**config.mk**
```make
export PLATFORM = sky130hd
export DESIGN_NAME = xfer_resolve_unit
export DESIGN_NICKNAME = d
export VERILOG_FILES = /design/src/rtl/xfer_pkg.sv /design/src/rtl/xfer_target_calc.sv /design/src/rtl/xfer_hold.sv /design/src/rtl/xfer_verdict.sv /design/src/rtl/xfer_resolve_unit.sv
export SDC_FILE = /design/constraint.sdc
export NUM_CORES = 1
export LEC_CHECK = 0
export ABC_AREA = 1
export BUFFER_PORTS_ARGS = -buffer_cell sky130_fd_sc_hd__buf_4
export CORE_ASPECT_RATIO = 1.25
export CORE_MARGIN = 5
export CORE_UTILIZATION = 50
export CTS_CLUSTER_DIAMETER = 50
export CTS_CLUSTER_SIZE = 28
export DETAILED_ROUTE_END_ITERATION = 6
export PLACE_DENSITY = 0.9
export SYNTH_ARGS = -nofsm -noshare
export SYNTH_HDL_FRONTEND = slang
export SYNTH_SLANG_ARGS = --single-unit
```
**constraint.sdc**
```tcl
create_clock -name clk -period 5.2 [get_ports clk]
set_clock_uncertainty 0.2 [all_clocks]
set_input_delay 0.78 -clock clk [delete_from_list [all_inputs] [get_ports clk]]
set_output_delay 0.78 -clock clk [all_outputs]
set_load 0.01 [all_outputs]
```
**src/rtl/xfer_pkg.sv**
```systemverilog
package xfer_pkg;
  typedef enum logic [1:0] {
    XF_BEQ  = 2'd0,
    XF_JAL  = 2'd1,
    XF_JLR  = 2'd2,
    XF_PCWR = 2'd3
  } xfer_op_e;
endpackage

```
**src/rtl/xfer_target_calc.sv**
```systemverilog
module xfer_target_calc
  import xfer_pkg::*;
#(
  parameter int W    = 16,
  parameter int IMMW = 9
) (
  input  xfer_op_e         op,
  input  logic [W-1:0]     pc,
  input  logic [W-1:0]     src_a,
  input  logic [IMMW-1:0]  imm,
  input  logic             operands_eq,
  output logic [W-1:0]     target,
  output logic [W-1:0]     link_value,
  output logic             link_en
);
  localparam int EXTW = W - IMMW;

  logic [W-1:0] imm_sx;
  logic [W-1:0] addend;
  logic [W-1:0] pc_sum;

  assign imm_sx = {{EXTW{imm[IMMW-1]}}, imm};

  // one adder: the addend mux picks offset or +1
  always_comb begin
    addend = imm_sx;
    if (op == XF_BEQ && !operands_eq) begin
      addend = {{(W-1){1'b0}}, 1'b1};
    end
  end

  assign pc_sum = pc + addend;

  always_comb begin
    case (op)
      XF_JLR, XF_PCWR: target = src_a;
      default:         target = pc_sum;
    endcase
  end

  assign link_value = pc + {{(W-1){1'b0}}, 1'b1};
  assign link_en    = (op == XF_JAL) || (op == XF_JLR);
endmodule

```
**src/rtl/xfer_hold.sv**
```systemverilog
module xfer_hold #(
  parameter int W  = 16,
  parameter int IW = 4
) (
  input  logic          clk,
  input  logic          rst_n,
  input  logic          load,
  input  logic          release_en,
  input  logic [W-1:0]  target_in,
  input  logic [IW-1:0] idx_in,
  output logic          busy,
  output logic [W-1:0]  target_q,
  output logic [IW-1:0] idx_q
);
  logic          busy_nx;
  logic [W-1:0]  target_nx;
  logic [IW-1:0] idx_nx;
  logic          data_en;

  always_comb begin
    busy_nx   = busy;
    target_nx = target_q;
    idx_nx    = idx_q;
    data_en   = 1'b0;
    if (busy && release_en) begin
      busy_nx = 1'b0;
    end else if (!busy && load) begin
      busy_nx   = 1'b1;
      target_nx = target_in;
      idx_nx    = idx_in;
      data_en   = 1'b1;
    end
  end

  always_ff @(posedge clk or negedge rst_n) begin
    if (!rst_n) begin
      busy <= 1'b0;
    end else begin
      busy <= busy_nx;
    end
  end

  always_ff @(posedge clk or negedge rst_n) begin
    if (!rst_n) begin
      target_q <= '0;
      idx_q    <= '0;
    end else if (data_en) begin
      target_q <= target_nx;
      idx_q    <= idx_nx;
    end
  end

  AST_STALL_KEEPS_TARGET: assert property (@(posedge clk) disable iff (!rst_n)
    (busy && !release_en) |=> (busy && $stable(target_q) && $stable(idx_q)));
endmodule

```
**src/rtl/xfer_verdict.sv**
```systemverilog
module xfer_verdict #(
  parameter int W  = 16,
  parameter int IW = 4
) (
  input  logic          clk,
  input  logic          rst_n,
  input  logic          fire,
  input  logic          mismatch,
  input  logic [W-1:0]  target,
  input  logic [IW-1:0] idx,
  output logic          done_valid,
  output logic [IW-1:0] done_rob_idx,
  output logic [W-1:0]  resolved_pc,
  output logic          flush_valid,
  output logic [IW-1:0] flush_rob_idx,
  output logic [W-1:0]  flush_pc
);
  logic done_nx;
  logic flush_nx;

  always_comb begin
    done_nx  = fire;
    flush_nx = fire && mismatch;
  end

  always_ff @(posedge clk or negedge rst_n) begin
    if (!rst_n) begin
      done_valid  <= 1'b0;
      flush_valid <= 1'b0;
    end else begin
      done_valid  <= done_nx;
      flush_valid <= flush_nx;
    end
  end

  always_ff @(posedge clk or negedge rst_n) begin
    if (!rst_n) begin
      done_rob_idx  <= '0;
      resolved_pc   <= '0;
      flush_rob_idx <= '0;
      flush_pc      <= '0;
    end else if (fire) begin
      done_rob_idx  <= idx;
      resolved_pc   <= target;
      flush_rob_idx <= idx;
      flush_pc      <= target;
    end
  end

  AST_FLUSH_ONE_CYCLE: assert property (@(posedge clk) disable iff (!rst_n)
    flush_valid |=> !flush_valid);
  AST_FLUSH_WITH_DONE: assert property (@(posedge clk) disable iff (!rst_n)
    flush_valid |-> (done_valid && flush_rob_idx == done_rob_idx && flush_pc == resolved_pc));
endmodule

```
**src/rtl/xfer_resolve_unit.sv**
```systemverilog
module xfer_resolve_unit
  import xfer_pkg::*;
#(
  parameter int W         = 16,
  parameter int IMMW      = 9,
  parameter int ROB_DEPTH = 16,
  localparam int IW       = (ROB_DEPTH > 1) ? $clog2(ROB_DEPTH) : 1
) (
  input  logic            clk,
  input  logic            rst_n,
  input  logic            issue_valid,
  output logic            issue_ready,
  input  logic [1:0]      issue_op,
  input  logic [W-1:0]    issue_pc,
  input  logic [IW-1:0]   issue_rob_idx,
  input  logic [W-1:0]    src_a,
  input  logic [W-1:0]    src_b,
  input  logic [IMMW-1:0] issue_imm,
  input  logic            nxt_valid,
  input  logic [W-1:0]    nxt_pc,
  output logic            link_valid,
  output logic [W-1:0]    link_data,
  output logic            done_valid,
  output logic [IW-1:0]   done_rob_idx,
  output logic [W-1:0]    resolved_pc,
  output logic            flush_valid,
  output logic [IW-1:0]   flush_rob_idx,
  output logic [W-1:0]    flush_pc
);
  logic [1:0]    rst_pipe;
  logic          rst_sync_n;
  xfer_op_e      op_e;
  logic          busy;
  logic [W-1:0]  held_target;
  logic [IW-1:0] held_idx;
  logic [W-1:0]  cmp_l;
  logic [W-1:0]  cmp_r;
  logic          cmp_eq;
  logic [W-1:0]  calc_target;
  logic [W-1:0]  calc_link;
  logic          calc_link_en;
  logic          accept;
  logic          fire;
  logic          link_valid_nx;

  always_ff @(posedge clk or negedge rst_n) begin
    if (!rst_n) begin
      rst_pipe <= 2'b00;
    end else begin
      rst_pipe <= {rst_pipe[0], 1'b1};
    end
  end
  assign rst_sync_n = rst_pipe[1];

  assign op_e = xfer_op_e'(issue_op);

  // single equality comparator: operand test when idle, PC test when holding
  always_comb begin
    if (busy) begin
      cmp_l = held_target;
      cmp_r = nxt_pc;
    end else begin
      cmp_l = src_a;
      cmp_r = src_b;
    end
  end
  assign cmp_eq = (cmp_l == cmp_r);

  assign issue_ready = !busy;
  assign accept      = issue_valid && !busy;
  assign fire        = busy && nxt_valid;

  xfer_target_calc #(.W(W), .IMMW(IMMW)) u_calc (
    .op          (op_e),
    .pc          (issue_pc),
    .src_a       (src_a),
    .imm         (issue_imm),
    .operands_eq (cmp_eq),
    .target      (calc_target),
    .link_value  (calc_link),
    .link_en     (calc_link_en)
  );

  xfer_hold #(.W(W), .IW(IW)) u_hold (
    .clk        (clk),
    .rst_n      (rst_sync_n),
    .load       (accept),
    .release_en (nxt_valid),
    .target_in  (calc_target),
    .idx_in     (issue_rob_idx),
    .busy       (busy),
    .target_q   (held_target),
    .idx_q      (held_idx)
  );

  xfer_verdict #(.W(W), .IW(IW)) u_verdict (
    .clk           (clk),
    .rst_n         (rst_sync_n),
    .fire          (fire),
    .mismatch      (!cmp_eq),
    .target        (held_target),
    .idx           (held_idx),
    .done_valid    (done_valid),
    .done_rob_idx  (done_rob_idx),
    .resolved_pc   (resolved_pc),
    .flush_valid   (flush_valid),
    .flush_rob_idx (flush_rob_idx),
    .flush_pc      (flush_pc)
  );

  always_comb begin
    link_valid_nx = accept && calc_link_en;
  end

  always_ff @(posedge clk or negedge rst_sync_n) begin
    if (!rst_sync_n) begin
      link_valid <= 1'b0;
    end else begin
      link_valid <= link_valid_nx;
    end
  end

  always_ff @(posedge clk or negedge rst_sync_n) begin
    if (!rst_sync_n) begin
      link_data <= '0;
    end else if (link_valid_nx) begin
      link_data <= calc_link;
    end
  end

  AST_LINK_BEFORE_VERDICT: assert property (@(posedge clk) disable iff (!rst_sync_n)
    link_valid |-> !done_valid);
  AST_DONE_AFTER_HOLD: assert property (@(posedge clk) disable iff (!rst_sync_n)
    done_valid |-> (!busy && $past(busy)));
  AST_STALL_NO_STROBE: assert property (@(posedge clk) disable iff (!rst_sync_n)
    (busy && !nxt_valid) |=> !done_valid);
endmodule

```
Word level (Yosys, flattened, before mapping)
Cells that the tools add are included.
W data, S select, Z words.
Operators by class
  add/subtract/negate cells: 2
  equality and inequality tests: 4
  muxes and demuxes: 8
  bitwise gates (word level): 1
  reduce and logical (&&, ||, !) cells: 13
Operators by type and width (count)
  $mux W16: 4
  $add A16 B1 Y16 const B: 1
  $add A16 B16 Y16: 1
  $eq A16 B16 Y1: 1
  $logic_and A1 B1 Y1: 6
  $eq A2 B2 Y1 const B: 2
  $mux W1: 4
  $reduce_and A3 Y1: 1
  $eq A2 B1 Y1 const B: 1
  $logic_not A1 Y1: 2
  $logic_not A2 Y1: 1
  $reduce_bool A2 Y1: 1
  $reduce_or A2 Y1: 1
  $logic_or A1 B1 Y1: 1
  $not A1 Y1: 1
Word-level totals
  register bits: 62
  input bits: 83
  output and inout bits: 60

Depth between registers and ports, before layout
  word-level depth: 7
  mapped depth: 26
  gate-level depth less buffers: 25

Modules after synthesis
From an unflattened synthesis, not the netlist that was laid out.
Unflattened totals
  cells, all modules: 662
  area, all modules: 4634.4 µm²
Modules (own cells, without submodules)
  xfer_target_calc: instances 1, cells an instance 259, area an instance 1520.2 µm²
  xfer_resolve_unit: instances 1, cells an instance 204, area an instance 1301.2 µm²
  xfer_verdict: instances 1, cells an instance 109, area an instance 974.7 µm²
  xfer_hold: instances 1, cells an instance 90, area an instance 838.3 µm²

Least setup slack after synthesis
OpenSTA, ideal clock, no wires.
  path kind: input port to flip-flop
  start: input port src_a[0]
  end: register u_hold.target_q[10]
  arrival: 2.962 ns
  required time: 4.880 ns
  path slack: 1.917 ns
  stages: 24
  path buffers: 1
  path through: inv_1 > or2_0 > nand3_1 > nor2_1 > nand3_1 > nand3_1 > buf_2 > nand2_1 > ha_1 > inv_1 > fa_1 > inv_1 > nand2_1 > nand2_1 > nand2_1 > nand2_1 > nand2_1 > nand2_1 > nand2_1 > nand2_1 > a21oi_1 > xnor2_1 > o21ai_1 > nand2_1
Between the ends
  cells in the longest elaborated chain, start to end: 7
RTL lines
  from (decl): line xfer_resolve_unit.sv:16  | input logic [W-1:0] src_a,
  $mux W16: line xfer_resolve_unit.sv:59  | if (busy) begin
  $eq A16 B16 Y1: line xfer_resolve_unit.sv:67  | assign cmp_eq = (cmp_l == cmp_r);
  $logic_not A1 Y1: line xfer_target_calc.sv:27  | if (op == XF_BEQ && !operands_eq) begin
  $logic_and A1 B1 Y1: line xfer_target_calc.sv:27
  $mux W16: line xfer_target_calc.sv:27
  $add A16 B16 Y16: line xfer_target_calc.sv:32  | assign pc_sum = pc + addend;
  $mux W16: line xfer_target_calc.sv:35  | case (op)
  to (signal assigned): line xfer_hold.sv:48  | target_q <= target_nx;
  to (decl): line xfer_hold.sv:12  | output logic [W-1:0] target_q,
Every way passes these cells.
A chain may end at the register's enable or synchronous reset.

Worst setup path after layout
  start: input port src_a[6]
  end: register u_hold.target_q[11]
Same word-level chain as after synthesis.

==> flow_results.xml <==
<?xml version="1.0" encoding="UTF-8"?>
<metrics>
  <group name="power_and_ir_drop">
    <metric name="p_per_area" unit="mW/mm2">350</metric>
    <metric name="power.static_leakage" unit="nW">3.06</metric>
    <metric name="max-vdd-ir-drop" unit="V">0.000190</metric>
    <metric name="power.switching" unit="mW">0.664</metric>
    <metric name="switching_share" unit="%">35.0</metric>
    <metric name="sequentialPowerShare" unit="%">37.2</metric>
    <metric name="p_clk_share" unit="%">24.5</metric>
    <metric name="comb_power_share" unit="%">38.3</metric>
    <metric name="total_power" unit="mW">1.90</metric>
    <metric name="p_int" unit="mW">1.23</metric>
  </group>
  <group name="synthesis">
    <metric name="number_of_different_library_cells_in_the_post_synthesis_netlist" unit="">35</metric>
    <metric name="ys_dominant_reg_cell" unit="">dfrtp_1</metric>
    <metric name="syn-instance-count" unit="">584</metric>
    <metric name="syn-num-nets" unit="">687</metric>
    <metric name="synth.largest_area_cell" unit="">dfrtp_1</metric>
    <metric name="post_synth_main_area_contributors" unit="">dfrtp_1 (37%), nand2_1 (16%), inv_1 (7.3%)</metric>
    <metric name="syn-cell-area" unit="mm2">0.00418</metric>
    <metric name="ys_async_sr_fraction" unit="%">100</metric>
    <metric name="most_frequently_used_cell_type_in_the_post_synthesis_netlist" unit="">nand2_1</metric>
    <metric name="postSynthRegisterBits" unit="">62</metric>
    <metric name="seq_area_frac_synth" unit="%">37.1</metric>
    <metric name="synth.top_cell.area_share" unit="%">37.1</metric>
    <metric name="synthTopCellsByCount" unit="">nand2_1 (179), inv_1 (81), dfrtp_1 (62)</metric>
    <metric name="postSynthAreaPerCell" unit="um2">7.16</metric>
    <metric name="synth-edff-count" unit="">0</metric>
    <metric name="synth_warnings" unit="">0</metric>
  </group>
  <group name="detailed_routing">
    <metric name="drc_errors" unit="">0</metric>
    <metric name="drt_wl_total" unit="um">11800</metric>
    <metric name="ant_nets" unit="">0</metric>
    <metric name="post_drt_via_cell_ratio" unit="">5.11</metric>
    <metric name="routed-via-count" unit="">4141</metric>
    <metric name="drt_iter0_markers" unit="">182</metric>
    <metric name="detail_route.wl_per_cell" unit="um">14.6</metric>
    <metric name="detailed_router_iteration_count_before_antenna_repair" unit="">4</metric>
  </group>
  <group name="critical_path">
    <metric name="timing.critical_path.to" unit="">u_hold.target_q[11]$_DFFE_PN0P_</metric>
    <metric name="timing.critical_path.buf_inv" unit="">3</metric>
    <metric name="worstPathCellList" unit="">buf_4 &gt; inv_1 &gt; nand2_1 &gt; nand2_1 &gt; nand3_1 &gt; nor2_1 &gt; nand3_1 &gt; nand3_1 &gt; nand2_1 &gt; inv_1 &gt; ha_1 &gt; nand3_1 &gt; nand3_1 &gt; a21oi_1 &gt; o21ai_1 &gt; nand2_1 &gt; nand2_1 &gt; xor2_1 &gt; nor2_1 &gt; o22ai_1</metric>
    <metric name="worst_ep_arrival_time" unit="ns">3.69</metric>
    <metric name="critical_path.top_delay_family" unit="">simple AND/OR/NAND/NOR gates</metric>
    <metric name="r2r_cells" unit="">17</metric>
    <metric name="worstSetupStartpoint" unit="">src_a[6]</metric>
    <metric name="timing.setup.critical_path_class" unit="">in2reg</metric>
    <metric name="regToRegEndpoint" unit="">u_hold.target_q[11]$_DFFE_PN0P_</metric>
    <metric name="worst_path_max_delay_cell" unit="">nand3_1</metric>
    <metric name="worstSetupStartpointType" unit="">input pin</metric>
    <metric name="worst-endpoint-required" unit="ns">5.22</metric>
    <metric name="r2r-start" unit="">u_hold.target_q[0]$_DFFE_PN0P_</metric>
    <metric name="timing.critical_path.depth" unit="">20</metric>
    <metric name="timing.reg2reg.setup_slack" unit="ns">1.65</metric>
    <metric name="worstSetupEndpointType" unit="">flop</metric>
    <metric name="worst-path-max-fanout" unit="">11</metric>
    <metric name="delay_of_the_slowest_critical_path_stage" unit="ns">0.38</metric>
  </group>
  <group name="cells_and_area">
    <metric name="num_antenna_cells" unit="">0</metric>
    <metric name="flow.area_growth_from_synthesis" unit="%">29.6</metric>
    <metric name="final_util" unit="%">66.2</metric>
    <metric name="finish.cell_count_without_fillers" unit="">811</metric>
    <metric name="finalInstanceArea" unit="mm2">0.00542</metric>
    <metric name="drive_gt1_share" unit="%">24.4</metric>
    <metric name="nets" unit="">812</metric>
    <metric name="filler_cell_count" unit="">672</metric>
  </group>
  <group name="grt">
    <metric name="number_of_antenna_violations_at_the_first_check_in_global_routing" unit="">0</metric>
    <metric name="overflow_after_grt" unit="">0</metric>
    <metric name="grt_util_all_layers" unit="%">23.2</metric>
    <metric name="grt_start_max_net_pins" unit="">61</metric>
    <metric name="grt_pass1_vias" unit="">4174</metric>
    <metric name="global_route_wire_length_before_repair" unit="um">19300</metric>
  </group>
  <group name="clock_network">
    <metric name="clk_pin_slew_worst_paths" unit="ns">0.07</metric>
    <metric name="clock_tree.root_cell" unit="">clkbuf_8</metric>
    <metric name="maximum_buffer_depth_of_the_clock_tree" unit="">2</metric>
    <metric name="cts-buffers-inserted" unit="">9</metric>
    <metric name="cts_max_level" unit="">3</metric>
    <metric name="post_cts_buffers" unit="">0</metric>
    <metric name="insertion_delay" unit="ns">0.35</metric>
    <metric name="cts_tree" unit="">yes</metric>
    <metric name="clkSinkCount" unit="">62</metric>
  </group>
  <group name="floorplanning">
    <metric name="fp.coreArea" unit="mm2">0.00819</metric>
    <metric name="start_util" unit="%">51.1</metric>
    <metric name="floorplan.die.height" unit="um">112</metric>
    <metric name="row_count" unit="">37</metric>
    <metric name="die_width" unit="um">91.8</metric>
    <metric name="ioPinCount" unit="">143</metric>
    <metric name="total_die_area" unit="mm2">0.0103</metric>
  </group>
  <group name="placed_design">
    <metric name="portBuffers" unit="">142</metric>
    <metric name="placed_cell_area" unit="mm2">0.00519</metric>
    <metric name="gp_congestion" unit="">0.849</metric>
    <metric name="post_detail_place_hpwl" unit="um">9310</metric>
    <metric name="dpl.cell_count" unit="">794</metric>
  </group>
  <group name="outcome">
    <metric name="status" unit="">complete, no violations</metric>
  </group>
  <group name="run">
    <metric name="max_cap_viol_count" unit="">0</metric>
  </group>
  <group name="sta">
    <metric name="timing_worst_slew_pin_value" unit="ns">1.05</metric>
    <metric name="final_setup_violating_endpoints" unit="">0</metric>
    <metric name="layout_min_cycle_time" unit="ns">3.67</metric>
    <metric name="hold_violations" unit="">0</metric>
    <metric name="tns" unit="ns">0</metric>
    <metric name="maxSlewHeadroom" unit="%">29.5</metric>
    <metric name="slew_viol_final" unit="">0</metric>
    <metric name="grt_setup_unrepaired" unit="">no</metric>
    <metric name="post-route-period-util" unit="%">70.7</metric>
    <metric name="maxClockFrequency" unit="MHz">272</metric>
  </group>
  <group name="min_path">
    <metric name="hold_class" unit="">reg2reg</metric>
  </group>
</metrics>
area by class of cell:
type                            instances  area (um2)  area share (%)
Multi-Input combinational cell        405        2110            39.0
Sequential cell                        62        1550            28.6
Timing Repair Buffer                  145        1090            20.1
Inverter                               86         323            5.95
Clock buffer                           14         183            3.37
Tap cell                               97         121            2.24
Clock inverter                          2        37.5           0.692
timing repair:
item / 4_1_cts / 5_1_grt
gates resized for setup: 0 / 0
endpoints found under the hold margin: 2 / 0
hold buffers: 1 / 0
power groups by stage:
stage | Sequential (mW) | Clock [mW] | Combinational [mW]
5_1_grt | 0.723 | 0.493 | 0.803
3_5_place_dp | 0.710 | 0 | 0.725
3_3_place_gp | 0.702 | 0 | 0.709
2_1_floorplan | 0.744 | 0 | 0.384
6_report | 0.705 | 0.464 | 0.727
4_1_cts | 0.705 | 0.471 | 0.733
through the flow:
step	hold WS (ns)	worst slack, ns
after floorplan	0.131	1.92
after global placement	0.141	1.14
after detailed placement	0.152	1.09
after CTS	0.167	1.47
after global routing	0.172	1.25
final	0.160	1.53
cells in the final DEF (no fill, tap or decap), types with 2 or more instances in the layout:
| cell type | instances |
|---|---|
| nand2_1 | 179 |
| buf_4 | 144 |
| inv_1 | 81 |
| dfrtp_1 | 61 |
| o21ai_0 | 47 |
| nor2_1 | 38 |
| a21oi_1 | 26 |
| nand3_1 | 20 |
| ha_1 | 19 |
| xnor2_1 | 15 |
| clkbuf_8 | 13 |
| xor2_1 | 11 |
| o31ai_1 | 6 |
| o211ai_1 | 5 |
| nand4_1 | 5 |
| o21ai_1 | 4 |
| o22ai_1 | 4 |
| nand2_2 | 4 |
| nor2_4 | 4 |
| inv_2 | 3 |
| o21bai_1 | 3 |
| nor3_1 | 3 |
| clkinv_1 | 2 |
| a21o_1 | 2 |
state kept, by name, summed over array words and instances, names as in the netlist:
signal,flops
link_data,16
link_valid,1
rst_pipe,2
u_hold.busy,1
u_hold.idx_q,4
u_hold.target_q,16
u_verdict.done_valid,1
u_verdict.flush_rob_idx,4
u_verdict.flush_valid,1
u_verdict.resolved_pc,16
how the worst min path moves through the flow:
stage | startpoint | end | slack [ns] | cells past startpoint
CTS | rst_pipe[0]$_DFF_PN0_ | rst_pipe[1]$_DFF_PN0_ | 0.17 | 0
finish | rst_pipe[0]$_DFF_PN0_ | rst_pipe[1]$_DFF_PN0_ | 0.16 | 0
global route | rst_pipe[0]$_DFF_PN0_ | rst_pipe[1]$_DFF_PN0_ | 0.17 | 0
global placement | rst_pipe[0]$_DFF_PN0_ | rst_pipe[1]$_DFF_PN0_ | 0.14 | 0
detailed placement | rst_pipe[0]$_DFF_PN0_ | rst_pipe[1]$_DFF_PN0_ | 0.15 | 0
floorplan | rst_pipe[0]$_DFF_PN0_ | rst_pipe[1]$_DFF_PN0_ | 0.13 | 0
layer usage:
| layer | GRT usage [%] | part of all wire [%] | vias to the layer above | routed length [um] |
|---|---|---|---|---|
| met1 | 26.5 | 39 | 1907 | 4590 |
| met4 | 8.42 | 2.4 | 0 | 280 |
| met3 | 7.31 | 7.3 | 20 | 867 |
| li1 | - | - | 2070 | - |
| met5 | 0 | 0 | - | 0 |
| met2 | 40.7 | 51 | 144 | 6080 |
logic make-up (layout without fill, tap and decap cells):
family / Yosys count / in the layout / synth area share [%]
and+or+nand+nor: 260 / 260 / 26.0
adders and majority gates: 20 / 20 / 6.16
other: 1 / 1 / 0.0896
AOI/OAI and AO/OA: 98 / 98 / 12.9
DFF: 62 / 62 / 37.1
xor gates and xnor gates: 26 / 26 / 5.44
buffers and inverters: 117 / 247 / 12.4
Power figures use the tool's default switching activity.
